<file path="src/rtl/thr_watch_pkg.sv">
package thr_watch_pkg;
  typedef struct packed {
    logic above;
    logic below;
  } breach_t;

  localparam int unsigned DEF_DATA_W = 24;
  localparam int unsigned DEF_NUM_CH = 8;
endpackage

</file>
<file path="src/rtl/thr_watch_cmp.sv">
module thr_watch_cmp
  import thr_watch_pkg::*;
#(
  parameter int unsigned DATA_W = DEF_DATA_W
) (
  input  logic              use_fast,
  input  logic [DATA_W-1:0] main_word,
  input  logic [DATA_W-1:0] fast_word,
  input  logic [DATA_W-1:0] bound_hi,
  input  logic [DATA_W-1:0] bound_lo,
  output breach_t           result
);
  logic signed [DATA_W-1:0] pick;
  logic signed [DATA_W-1:0] s_hi;
  logic signed [DATA_W-1:0] s_lo;

  always_comb begin
    pick = use_fast ? $signed(fast_word) : $signed(main_word);
    s_hi = $signed(bound_hi);
    s_lo = $signed(bound_lo);
    result.above = (pick > s_hi);
    result.below = (pick < s_lo);
  end
endmodule

</file>
<file path="src/rtl/thr_watch_flags.sv">
module thr_watch_flags
  import thr_watch_pkg::*;
#(
  parameter int unsigned NUM_CH = DEF_NUM_CH
) (
  input  logic              clk,
  input  logic              rst_n,
  input  logic [NUM_CH-1:0] set_vec,
  input  logic              clr_en,
  input  logic [NUM_CH-1:0] clr_vec,
  output logic [NUM_CH-1:0] flags
);
  genvar g;
  generate
    for (g = 0; g < NUM_CH; g++) begin : g_bit
      always_ff @(posedge clk or negedge rst_n) begin
        if (!rst_n) begin
          flags[g] <= 1'b0;
        end else if (set_vec[g]) begin
          flags[g] <= 1'b1;
        end else if (clr_en && clr_vec[g]) begin
          flags[g] <= 1'b0;
        end
      end
    end
  endgenerate
endmodule

</file>
<file path="src/rtl/thr_watch.sv">
module thr_watch
  import thr_watch_pkg::*;
#(
  parameter int unsigned DATA_W = DEF_DATA_W,
  parameter int unsigned NUM_CH = DEF_NUM_CH,
  localparam int unsigned CH_W  = (NUM_CH > 1) ? $clog2(NUM_CH) : 1
) (
  input  logic              clk,
  input  logic              rst_n,
  input  logic              s_valid,
  output logic              s_ready,
  input  logic [CH_W-1:0]   s_chan,
  input  logic [DATA_W-1:0] s_main,
  input  logic [DATA_W-1:0] s_fast,
  input  logic              src_sel,
  input  logic [NUM_CH-1:0] chan_mask,
  input  logic [DATA_W-1:0] thr_hi,
  input  logic [DATA_W-1:0] thr_lo,
  input  logic              clr_we,
  input  logic [NUM_CH-1:0] clr_hi,
  input  logic [NUM_CH-1:0] clr_lo,
  output logic [NUM_CH-1:0] hi_flags,
  output logic [NUM_CH-1:0] lo_flags,
  output logic              any_flag
);
  logic              rdy_q;
  logic              take;
  breach_t           cmp_res;
  logic [NUM_CH-1:0] set_hi;
  logic [NUM_CH-1:0] set_lo;

  always_ff @(posedge clk or negedge rst_n) begin
    if (!rst_n) rdy_q <= 1'b0;
    else        rdy_q <= 1'b1;
  end

  assign s_ready = rdy_q;
  assign take    = s_valid && rdy_q;

  thr_watch_cmp #(.DATA_W(DATA_W)) u_cmp (
    .use_fast  (src_sel),
    .main_word (s_main),
    .fast_word (s_fast),
    .bound_hi  (thr_hi),
    .bound_lo  (thr_lo),
    .result    (cmp_res)
  );

  genvar c;
  generate
    for (c = 0; c < NUM_CH; c++) begin : g_dec
      logic hit;
      assign hit       = take && chan_mask[c] && (s_chan == CH_W'(c));
      assign set_hi[c] = hit && cmp_res.above;
      assign set_lo[c] = hit && cmp_res.below;
    end
  endgenerate

  thr_watch_flags #(.NUM_CH(NUM_CH)) u_hi (
    .clk     (clk),
    .rst_n   (rst_n),
    .set_vec (set_hi),
    .clr_en  (clr_we),
    .clr_vec (clr_hi),
    .flags   (hi_flags)
  );

  thr_watch_flags #(.NUM_CH(NUM_CH)) u_lo (
    .clk     (clk),
    .rst_n   (rst_n),
    .set_vec (set_lo),
    .clr_en  (clr_we),
    .clr_vec (clr_lo),
    .flags   (lo_flags)
  );

  assign any_flag = (|hi_flags) || (|lo_flags);
endmodule

</file>
<file path="config.mk">
export PLATFORM = sky130hd
export DESIGN_NAME = thr_watch
export DESIGN_NICKNAME = d
export VERILOG_FILES = /design/src/rtl/thr_watch_pkg.sv /design/src/rtl/thr_watch_cmp.sv /design/src/rtl/thr_watch_flags.sv /design/src/rtl/thr_watch.sv
export SDC_FILE = /design/constraint.sdc
export NUM_CORES = 1
export LEC_CHECK = 0
export BUFFER_PORTS_ARGS = -buffer_cell sky130_fd_sc_hd__buf_4
export CAP_MARGIN = 10
export CORE_ASPECT_RATIO = 0.75
export CORE_MARGIN = 5
export CORE_UTILIZATION = 40
export CTS_BUF_LIST = sky130_fd_sc_hd__clkbuf_4
export CTS_CLUSTER_SIZE = 16
export DETAILED_ROUTE_END_ITERATION = 6
export HOLD_SLACK_MARGIN = 0.03
export PLACE_DENSITY = 0.75
export RECOVER_POWER = 100
export SLEW_MARGIN = 0
export SYNTH_ARGS = -nofsm -noshare
export SYNTH_HDL_FRONTEND = slang
export SYNTH_SLANG_ARGS = --single-unit
</file>
<file path="constraint.sdc">
create_clock -name clk -period 3.55 [get_ports clk]
set_input_delay 0.355 -clock clk [delete_from_list [all_inputs] [get_ports clk]]
set_output_delay 0.355 -clock clk [all_outputs]
set_load 0.01 [all_outputs]
</file>
==> impl_metrics.toml <==
[flow_run]
maxCapViolCount = 0

[synthesis]
synth_top_cell_by_area = "ha_1"
synth_area_um2 = 2370
async_flop_share_pct = 100
synthAdderAreaFrac_pct = 24.8
synth_fp_nets = 469
syn_inst = 294
synth-main-ff-cell = "dfrtp_1"
synth-edff-count = 0
synth_top_family_by_area = "adder cells"
yosysMostFrequentCell = "inv_1"
yosys.area.top_type_share_pct = 24.8
ys_types = 41
yosysSeqAreaShare_pct = 17.9
synth.ff_latch_count = 17
synth_compound_area_share_pct = 16.4
synthXorXnorAreaFrac_pct = 0
avgSynthCellArea_um2 = 8.08
synthMuxAreaShare_pct = 11.3
synth-simple-area-share_pct = 19.9
yosys_warnings = 0
netlist_top_cells_area = "ha_1 (25%), dfrtp_1 (18%), mux2_2 (11%), inv_1 (7.9%), nand2_1 (7.3%)"
synth_common_cells = "inv_1 (50), ha_1 (47), nand2_1 (46), mux2_2 (23), dfrtp_1 (17)"

[sta]
rsz0062_at_grt = "false"
timing.fmax_ghz = 0.359
max_slew_margin_pct = 38.8
fin_skew_ns = 0.00728
finalCritPeriodShare_pct = 78.5
post-route-min-period_ns = 2.79
slew_viol_final = 0
hold_viol_final = 0
tns_ns = 0
setup-violations-final = 0
hold_ws_ns = 0.313
worst_pin_slew_ns = 0.918

[grt]
grt_antenna_before_repair = 0
grt_pass1_wl_um = 11900
overflow = 0
grt_max_degree = 25
grtUsageTotal_pct = 18.8
grt_pass1_vias = 2629

[pwr]
p_leak_nw = 1.87
p_per_area_nw_per_um2 = 190
internal_power_mw = 0.431
clkPwrFrac_pct = 16.5
sw_frac_of_total_pct = 34.6
switching_power_mw = 0.228
seqPwrFrac_pct = 31.2
combPwrFrac_pct = 52.3
peakVddDrop_mv = 0.0914

[placed_design]
dp_hpwl_um = 6600
place_congestion = 0.927
portBuffers = 145

[final_layout]
fin_util_pct = 60.0
area_delta_synth_final_pct = 46.4
antenna_cells = 0
drive_gt1_share_pct = 35.2
nets = 613

[clocking]
h-tree-depth = 1
ctsRootBufferMaster = "clkbuf_4"
cts_buffer_depth = 2
cts_tree = "yes"
clk_pin_slew_ns = 0.11
cts_buffers = 3
clkSinkCount = 17
insertion_delay_ns = 0.30
postCtsSetupBuffers = 0

[floorplan]
ioPinCount = 146
core_um2 = 5800
die_h_um = 76.7
num_rows = 24
dieArea_um2 = 7590
die_w_um = 99.0
initial_core_util_pct = 41.0

[worst_setup_path]
path_class = "input port to flip-flop"
start_kind = "input port"
crit_path_end_kind = "flip-flop"
crit_path_max_fanout = 24
required_ns = 3.70
crit_arrival_ns = 2.94

[routing]
drc = 0
drt_iter0_markers = 51
drt-total-wl_um = 7430
via_per_inst = 5.00
antenna_left = 0
drt-wirelength-per-cell_um = 14.4
drt_pass1_iterations = 4
via_count = 2577

[run_status]
status = "finished, final reports clean"

[worst_hold_path]
worstHoldPathType = "input port to flip-flop"
worst max-delay path, stage by stage:
cell and delay (ns):
clkbuf_2 0.50, mux2_2 0.44, ha_1 0.29, and4_1 0.24, nand2_1 0.07, o21ai_0 0.10
nor4b_2 0.68, o221ai_1 0.25
cell families (layout without fill, tap and decap cells):
kind of cell               Yosys count  in the layout
other                                1              1
muxes                               24             24
buffers and inverters               57            200
and+or+nand+nor                     95             95
DFF                                 17             17
AOI/OAI and AO/OA                   53             53
adders and majority gates           47             47
sequential cells by signal, indices dropped and copies added, names as in the netlist:
signal,flops
u_hi.flags,8
u_lo.flags,8
s_ready,1
cell usage in the layout, fill, tap and decap left out, types with 8 or more instances in the layout:
cell	instances
nor2_1	8
mux2_2	21
o31ai_1	8
inv_1	50
nand4_1	9
nand2_1	46
clkbuf_1	19
buf_4	125
o221ai_1	9
dfrtp_1	17
ha_1	47
a21oi_1	16
nand3_1	10
path summary, 6_finish.rpt:
kind,from,to,slack [ns],cells past startpoint
setup / recovery,src_sel,u_hi.flags[4],0.76,8
hold / removal,clr_lo[0],u_lo.flags[0],0.31,4
setup reg to reg,s_ready,u_hi.flags[0],2.00,5
hold reg to reg,u_lo.flags[0],u_lo.flags[0],0.52,2
max in group asynchronous,rst_n,u_hi.flags[6],2.30,2
min in group asynchronous,rst_n,u_lo.flags[0],0.68,2
power by group through the flow:
stage                     Combinational, mW  Clock [mW]  Sequential [mW]
final                                 0.344       0.109            0.206
after global placement                0.346           0            0.210
after floorplan                       0.181           0            0.212
after global routing                  0.390       0.120            0.207
after detailed placement              0.356           0            0.210
after CTS                             0.358       0.110            0.206
through the flow:
stage	total power [mW]	std cells	setup WS [ns]	area, um^2
after floorplan	0.393	294	0.748	2370
after global placement	0.555	510	0.760	3520
after detailed placement	0.565	510	0.686	3520
after CTS	0.674	515	1.01	3560
after global routing	0.717	515	0.523	3480
final	0.659	515	0.765	3480
routing by layer:
metal  global-route usage (%)  part of all wire [%]
met1                     24.0                    44
met2                     31.9                    47
met3                     4.44                   7.1
met4                     4.37                   1.9
met5                        0                     0
repair_timing:
action | 4_1_cts | 5_1_grt
hold buffers | 1 | 0
endpoints found under the hold margin | 17 | 0
gates resized for setup | 0 | 0
endpoints found under the setup margin | 0 | 0
cell type report:
class                           instances  area [um^2]
Sequential cell                        17          425
Inverter                               50          188
Clock buffer                            3         22.5
Clock inverter                          1         5.00
Tap cell                               78         97.6
Multi-Input combinational cell        220         1710
Timing Repair Buffer                  146         1020
Fill cell                             535         2320
Note: power is estimated with default switching activity, not from simulation.
